[config.mk]
export PLATFORM = sky130hd
export DESIGN_NAME = nor_cmd_seq
export DESIGN_NICKNAME = d
export VERILOG_FILES = /design/src/rtl/nor_cmd_seq.sv
export SDC_FILE = /design/constraint.sdc
export NUM_CORES = 1
export LEC_CHECK = 0
export ABC_CLOCK_PERIOD_IN_PS = 3200
export BUFFER_PORTS_ARGS = -buffer_cell sky130_fd_sc_hd__buf_2
export CAP_MARGIN = 20
export CORE_ASPECT_RATIO = 1.1
export CORE_MARGIN = 2
export CORE_UTILIZATION = 65
export CTS_BUF_LIST = sky130_fd_sc_hd__clkbuf_8
export DETAILED_ROUTE_END_ITERATION = 8
export HOLD_SLACK_MARGIN = 0.1
export PLACE_DENSITY = 0.83
export SLEW_MARGIN = 20
export SYNTH_ARGS = -nofsm -noshare
export SYNTH_HDL_FRONTEND = slang
export SYNTH_SLANG_ARGS = --single-unit
[constraint.sdc]
create_clock -name clk -period 3.2 [get_ports clk]
set_input_delay 0 -clock clk [delete_from_list [all_inputs] [get_ports clk]]
set_output_delay 0 -clock clk [all_outputs]
set_load 0.02 [all_outputs]
[src/rtl/nor_cmd_seq.sv]
module nor_cmd_seq #(
  parameter int          IDX_W    = 5,
  parameter int          BUSY_CYC = 8,
  parameter logic [7:0]  MFR_CODE = 8'h1F,
  parameter logic [7:0]  DEV_CODE = 8'h0B
) (
  input  logic        clk,
  input  logic        rst_n,
  input  logic        wr_en,
  input  logic [17:0] wr_addr,
  input  logic [7:0]  wr_data,
  input  logic [17:0] rd_addr,
  output logic [7:0]  rd_data,
  output logic        busy,
  output logic        id_mode,
  output logic        boot_locked
);
  localparam int DEPTH = 1 << IDX_W;
  localparam int HALF  = DEPTH / 2;
  localparam int CW    = $clog2(BUSY_CYC + 1);

  typedef enum logic [2:0] {S_IDLE, S_U1, S_U2, S_PGM, S_E3, S_E4, S_E5} st_t;

  function automatic logic [IDX_W-1:0] idx(input logic [17:0] a);
    return {|a[17:13], a[IDX_W-2:0]};
  endfunction

  st_t           st;
  logic [CW-1:0] cnt;
  logic [7:0]    mem [DEPTH];

  wire hit_a  = wr_addr == 18'h05555;
  wire hit_b  = wr_addr == 18'h02AAA;
  wire accept = wr_en && (cnt == '0);
  wire w_boot = ~|wr_addr[17:13];

  assign busy = cnt != '0;

  always_ff @(posedge clk or negedge rst_n) begin
    if (!rst_n) begin
      st          <= S_IDLE;
      cnt         <= '0;
      id_mode     <= 1'b0;
      boot_locked <= 1'b0;
      for (int i = 0; i < DEPTH; i++) mem[i] <= 8'hFF;
    end else begin
      if (cnt != '0) cnt <= cnt - 1'b1;
      if (accept) begin
        st <= S_IDLE;
        case (st)
          S_IDLE: begin
            if (hit_a && wr_data == 8'hAA) st <= S_U1;
            else if (wr_data == 8'hF0)     id_mode <= 1'b0;
          end
          S_U1: if (hit_b && wr_data == 8'h55) st <= S_U2;
          S_U2: if (hit_a) begin
            case (wr_data)
              8'hA0:   st <= S_PGM;
              8'h80:   st <= S_E3;
              8'h90:   id_mode <= 1'b1;
              8'hF0:   id_mode <= 1'b0;
              default: ;
            endcase
          end
          S_PGM: if (!(boot_locked && w_boot)) begin
            mem[idx(wr_addr)] <= mem[idx(wr_addr)] & wr_data;
            cnt <= CW'(BUSY_CYC);
          end
          S_E3: if (hit_a && wr_data == 8'hAA) st <= S_E4;
          S_E4: if (hit_b && wr_data == 8'h55) st <= S_E5;
          S_E5: if (hit_a) begin
            if (wr_data == 8'h10) begin
              for (int i = 0; i < DEPTH; i++)
                if (i >= HALF || !boot_locked) mem[i] <= 8'hFF;
              cnt <= CW'(BUSY_CYC);
            end else if (wr_data == 8'h40) begin
              boot_locked <= 1'b1;
            end
          end
          default: st <= S_IDLE;
        endcase
      end
    end
  end

  always_comb begin
    rd_data = mem[idx(rd_addr)];
    if (id_mode) begin
      if (rd_addr == 18'd0)      rd_data = MFR_CODE;
      else if (rd_addr == 18'd1) rd_data = DEV_CODE;
      else if (rd_addr == 18'd2) rd_data = {7'd0, boot_locked};
    end
  end
endmodule

==> out/summary.txt, run 1 <==
Status -> finished clean
WP data required -> 3710 ps
Leading post-synthesis cells by cell area -> dfstp_2 (42%), mux4_2 (15%), a21oi_1 (8.0%)
Clock Tree Buf Depth -> 3
Via Count -> 14300
Hold Startpoint -> wr_addr[13]
Period utilization -> 93.3%
Async SR Flop Fraction -> 100%
Top_reg_cell synth -> dfstp_2
Drt via density -> 7.39
Net count, final -> 1641
Area grow syn2layout -> 11.5%
Endpoint type of the worst setup path -> flip-flop
Rel. slew slack -> 20.9%
Num ports -> 58
Synth warn -> 0
Top delay family on crit path -> buffers and inverters
Yosys cell types -> 78
Startpoint Class -> input port
Worst min path class -> in -> reg
Largest net degree at the start of global routing -> 91
RD Place Congestion -> 1.04
Worst R2R Path Depth -> 8
Total GRT Usage -> 44.8%
H-Tree Depth -> 2
CP max stage cell -> dlygate4sd3_1
Final hold slack -> 118 ps
Hold Buf Count CTS -> 23
Worst Path Arrival -> 3490 ps
Fin util -> 73.1%
CP Cell Sequence -> dlygate4sd3_1 -> buf_2 -> nor4bb_1 -> nand4b_1 -> dlygate4sd3_1 -> or2_2 -> dlygate4sd3_1 -> o31ai_1 -> dlygate4sd3_1
Maxcap violations -> 0
Core area -> 24300 um2
Dpl hpwl -> 40700 um
ANT nets after route -> 0
Clock Sinks -> 265
Reg clk slew, reported paths -> 60 ps
Top cell by count, worst path -> dlygate4sd3_1
Initial antenna violation count -> 0
CP Max Fanout -> 3
Worst stage delay on the critical path -> 620 ps
Final cell count without fillers -> 1937
Die width -> 153 um
EDFF count, synth -> 0
Fin. max-slew vios -> 0
VDD IR-drop max -> 393 uV
Ant diodes -> 0
Port Buffers -> 57
Post-CTS setup buffer count -> 0
Worst Path Buf+Inv -> 5
Dpl cells -> 1833
PwrDens -> 519 nW/um2
Setup Skew -> 35.5 ps
CP Class -> in -> reg
First-pass DRT Iterations -> 9
R2R Path Start -> cnt[0]$_DFF_PN0_
Starting DRT DRC Count -> 2047
Global-route wire length before repair -> 86300 um
Final Critical Period -> 2980 ps
Die Ht -> 168 um
Drt wl/cell -> 30.0 um
Hold Fails Final Rpt -> 0
Register-to-register setup slack -> 280 ps
Synthesized instance count -> 1495
Leakage -> 6.70 nW
Clock root cell -> clkbuf_8
Yosys top cell area share -> 42.2%
Post_cts resized -> 0
FMAX -> 335 MHz
Met2 usage -> 63.9%
Die area -> 25800 um2
Hold depth -> 5
Vias in the first global route -> 13700
Share of cells above drive strength 1 -> 39.1%
Actual slew at the worst max-slew pin -> 1180 ps
Syn nets -> 1543
Initial Utilization -> 65.6%
DR DRC count -> 0
Worst reg2reg endpoint -> mem[24]$_DFFE_PN1P_
Gr busiest metal -> met2
Final Setup Violations -> 0
CTS tree -> yes
RSZ-0062 raised after global routing -> false
Dominant cell type by area after synthesis -> dfstp_2
Final setup TNS -> 0 ps
Hold EP -> mem[20]$_DFFE_PN1P_
Seq/Total Area, Yosys -> 43.6%
Average size of a mapped cell -> 10.7 um2
Mapped Area -> 15900 um2
WL final -> 58000 um
Grt ovf -> 0
Yosys reg bits -> 265
Clock latency on the worst-skew pair -> 580 ps
Num CTS Buffers -> 45
Global routing usage on met3 -> 14.1%
Met1 GRT Util -> 62.0%
Num rows -> 60
cell usage after synthesis (7+ instances only):
library cell and n:
nor2_1 328, dfstp_2 256, a21oi_1 255, mux4_2 106
nand2_1 53, mux2i_1 40, a31oi_1 37, buf_2 26
clkbuf_1 26, a221oi_1 23, buf_4 23, a21oi_4 20
o21ai_0 19, a22oi_1 18, a21oi_2 17, mux2_2 17
nor3_1 16, inv_1 15, buf_6 14, nand3_1 14
nor2b_1 13, and2_1 11, nand4_1 11, dfrtp_1 9
nor3_4 8, nor4_1 8, and3_1 7
power breakdown:
group | switching [mW] | total (mW) | internal (mW)
registers | 0.349 | 4.31 | 3.96
clock network | 1.42 | 3.05 | 1.62
logic | 1.11 | 1.87 | 0.759
metal layers:
layer  vias to the layer above  wire length (um)
met1                      6955             20700
met3                       280              8680
met5                         -                 0
met2                      1305             24600
li1                       5775                 -
met4                         0              4020
metrics by stage:
step	instance area [um2]	power, mW	setup WS, ps
3_5_place_dp	16600	6.11	361
4_1_cts	17800	9.15	368
6_report	17800	9.23	215
3_3_place_gp	16600	6.04	410
2_1_floorplan	15900	5.39	823
5_1_grt	17800	9.51	150
cells by family after synthesis:
logic type / synth area share (%)
AND/OR/NAND/NOR: 16.1
AO/OA/AOI/OAI: 17.3
flip-flops: 43.6
multiplexers: 18.8
buffers and inverters: 3.99
XOR/XNOR: 0.0549
adder cells (fa/ha/maj): 0.0784
cells in the final DEF, fill, tap and decap left out, drive strengths merged, types with 14 or more instances in the layout:
cell	instances
dlygate4sd3	23
mux2	19
mux2i	40
nand2	55
clkbuf	58
nor3	27
buf	119
mux4	106
a221oi	23
nand3	14
o21ai	25
inv	34
nor2	332
a31oi	39
a22oi	18
dfstp	256
a21oi	292
flip-flops by register name (all words and copies together), names as in the netlist:
register,count
id_mode,1
mem,256
st,3
boot_locked,1
cnt,4
tightest hold or removal path: stages:
cell     delay (ps)
buf_2           230
nor2_8          160
nand4_1         130
nand2_1         100
a31oi_1          70
how the worst max path moves through the flow:
stage | startpoint | end | cells after the start
3_3_place_gp | cnt[0]$_DFF_PN0_ | mem[104]$_DFFE_PN1P_ | 8
3_5_place_dp | cnt[0]$_DFF_PN0_ | mem[120]$_DFFE_PN1P_ | 8
4_1_cts | id_mode$_DFFE_PN0P_ | rd_data[4] | 6
6_report | wr_addr[9] | id_mode$_DFFE_PN0P_ | 9
2_1_floorplan | cnt[0]$_DFF_PN0_ | mem[104]$_DFFE_PN1P_ | 10
5_1_grt | wr_addr[9] | id_mode$_DFFE_PN0P_ | 9
cell type report:
cell class,count,area (um2)
multi-input combinational,1123,8370
sequential,265,6950
fill,1718,6550
timing repair buffer,142,1110
clock buffer,58,798
tap,310,388
clock inverter,23,97.6
inverter,16,60.1
Power figures use the tool's default switching activity.
==> inputs of run 2 (changes only) <==
--- a/config.mk
+++ b/config.mk
@@ -5,8 +5,7 @@
 export SDC_FILE = /design/constraint.sdc
 export NUM_CORES = 1
 export LEC_CHECK = 0
-export ABC_CLOCK_PERIOD_IN_PS = 3200
-export BUFFER_PORTS_ARGS = -buffer_cell sky130_fd_sc_hd__buf_2
+export BUFFER_PORTS_ARGS = -buffer_cell sky130_fd_sc_hd__clkbuf_2
 export CAP_MARGIN = 20
 export CORE_ASPECT_RATIO = 1.1
 export CORE_MARGIN = 2
@@ -15,6 +14,7 @@
 export DETAILED_ROUTE_END_ITERATION = 8
 export HOLD_SLACK_MARGIN = 0.1
 export PLACE_DENSITY = 0.83
+export RECOVER_POWER = 25
 export SLEW_MARGIN = 20
 export SYNTH_ARGS = -nofsm -noshare
 export SYNTH_HDL_FRONTEND = slang
==> run 2 against run 1 <==
Effect of this change:
- the flow now finishes with violations (max-capacitance violations, max-slew violations)
- cell count rose by 0.15%
- clock-buffer cell count fell by 2
- combinational power about the same
- clock skew shrank 5.9 ps
- global-route usage decreased by 0.50 points
- largest cell class unchanged
- highest routed layer is now met5
==> out/summary.txt, run 2 (synthesis gave the netlist of run 1 again) <==
H-Tree Depth -> 2
Worst Path Arrival -> 3470 ps
PwrDens -> 524 nW/um2
Initial Utilization -> 65.6%
Largest register FFs -> 256
Maxcap violations -> 1
Sequential power share -> 46.1%
Most frequent cells in the layout -> nor2_1 (328), dfstp_2 (256), a21oi_1 (255)
Num ports -> 58
FMAX -> 332 MHz
CP Max Fanout -> 9
Worst min path class -> in -> reg
Grt ovf -> 0
Global-route wire length before repair -> 85900 um
Largest net degree at the start of global routing -> 131
Port Buffers -> 57
Final Critical Period -> 3010 ps
First-pass DRT Iterations -> 6
Starting DRT DRC Count -> 2353
WL final -> 56900 um
Num rows -> 60
Worst Path Buf+Inv -> 1
Actual slew at the worst max-slew pin -> 1950 ps
Failing checks -> max-capacitance violations, max-slew violations
Initial antenna violation count -> 3
RSZ-0062 raised after global routing -> false
Worst stage delay on the critical path -> 660 ps
Net count, final -> 1644
Die area -> 25800 um2
Post_cts resized -> 0
CTS tree -> yes
Internal power -> 6.45 mW
RD Place Congestion -> 1.06
Net Sw Frac -> 30.8%
Hold Fails Final Rpt -> 0
Post-route worst setup slack -> 190 ps
Via Count -> 14400
Biggest regs -> mem: 256 flops, cnt: 4 flops, st: 3 flops
Post-CTS setup buffer count -> 0
Reg clk slew, reported paths -> 70 ps
CP Cell Sequence -> inv_1 -> ha_1 -> or3b_1 -> nor2_4 -> and2_1 -> nand2_1 -> nor2_1 -> a221oi_1
Setup Skew -> 29.7 ps
Most common cell after layout, fill and taps aside -> nor2_1
Core area -> 24300 um2
Startpoint Class -> flip-flop
Status -> complete, but fails checks
Rel. slew slack -> -30.0%
Period utilization -> 94.1%
Clock Sinks -> 265
Final setup TNS -> 0 ps
Die Ht -> 168 um
Drt wl/cell -> 29.3 um
Share of cells above drive strength 1 -> 39.4%
Total GRT Usage -> 44.3%
CP Class -> reg -> reg
Dpl ws -> 329 ps
Final Setup Violations -> 0
DR DRC count -> 0
Area grow syn2layout -> 11.6%
Clock latency on the worst-skew pair -> 580 ps
Endpoint type of the worst setup path -> flip-flop
Dpl hpwl -> 39100 um
Clock Tree Buf Depth -> 3
Clock share of power -> 34.2%
Largest Register -> mem
Vias in the first global route -> 14300
NetSw -> 2.87 mW
WP data required -> 3660 ps
ANT nets after route -> 0
Top delay family on crit path -> simple AND/OR/NAND/NOR gates
VDD IR-drop max -> 364 uV
Leakage -> 6.70 nW
Fin. max-slew vios -> 130
Clock root cell -> clkbuf_8
CP max stage cell -> nor2_1
Comb power frac -> 19.8%
Num CTS Buffers -> 44
Drt via density -> 7.43
Die width -> 153 um
-- run 2: cell count changes in the layout (fill, tap and decap cells not counted), sizes merged --
cell,change
clkinv,+2
clkbuf,+52
clkinvlp,+1
bufinv,+2
inv,-5
buf,-50
diode,+1
-- run 2: layout make-up --
cell class                      count  area [um2]
Fill cell                        1676        6530
Antenna cell                        1        2.50
Tap cell                          310         388
Multi-Input combinational cell   1123        8370
Sequential cell                   265        6950
Timing Repair Buffer              146        1090
Inverter                           16        60.1
Clock buffer                       56         771
Clock inverter                     23         164
-- run 2: worst reg2reg max path, stage by stage (launching register included) --
cell	delay, ps
dfrtp_1	400
inv_1	80
ha_1	210
or3b_1	490
nor2_4	300
and2_1	320
nand2_1	240
nor2_1	660
a221oi_1	220
-- run 2: metrics by stage --
step                      total power, mW  area [um2]  hold slack, ps  util, %  std cells
after floorplan                      5.39       15900            -296        -       1495
after global placement               5.99       16600             190     68.4       1837
after detailed placement             6.06       16600             192     68.4       1837
after CTS                            9.25       17800             112     73.2       1939
after global routing                 9.60       17800             154     73.2       1939
final                                9.33       17800             130     73.2       1940
-- run 2: repair_timing --
action	in CTS	in global routing
hold buffers	23	0
endpoints found under the hold margin	166	0
endpoints found under the setup margin	0	0
-- run 2: path summary, 6_finish.rpt --
kind,depth (start not counted),to,startpoint,slack [ps]
worst max register to register,8,mem[120]$_DFFE_PN1P_,cnt[0]$_DFF_PN0_,190
max in group asynchronous,3,mem[51]$_DFFE_PN1P_,rst_n,1180
min in group asynchronous,2,cnt[2]$_DFF_PN0_,rst_n,480
worst min-delay path,6,mem[20]$_DFFE_PN1P_,wr_addr[3],130
worst max-delay path,8,mem[120]$_DFFE_PN1P_,cnt[0]$_DFF_PN0_,190
worst min register to register,2,mem[253]$_DFFE_PN1P_,mem[253]$_DFFE_PN1P_,510
-- run 2: routing by layer --
layer / global-route usage [%] / wire length [um] / up-vias
li1: - / - / 5776
met1: 58.8 / 19900 / 6971
met2: 62.9 / 24000 / 1335
met3: 14.2 / 8460 / 327
met4: 28.6 / 4610 / 4
met5: 0.571 / 28 / -
-- run 2: power groups by stage --
stage / Clock (mW) / Sequential, mW / Combinational (mW)
after floorplan: 0 / 4.19 / 1.21
after global placement: 0 / 4.29 / 1.70
after detailed placement: 0 / 4.32 / 1.74
after CTS: 3.20 / 4.27 / 1.78
after global routing: 3.33 / 4.34 / 1.94
final: 3.19 / 4.30 / 1.84
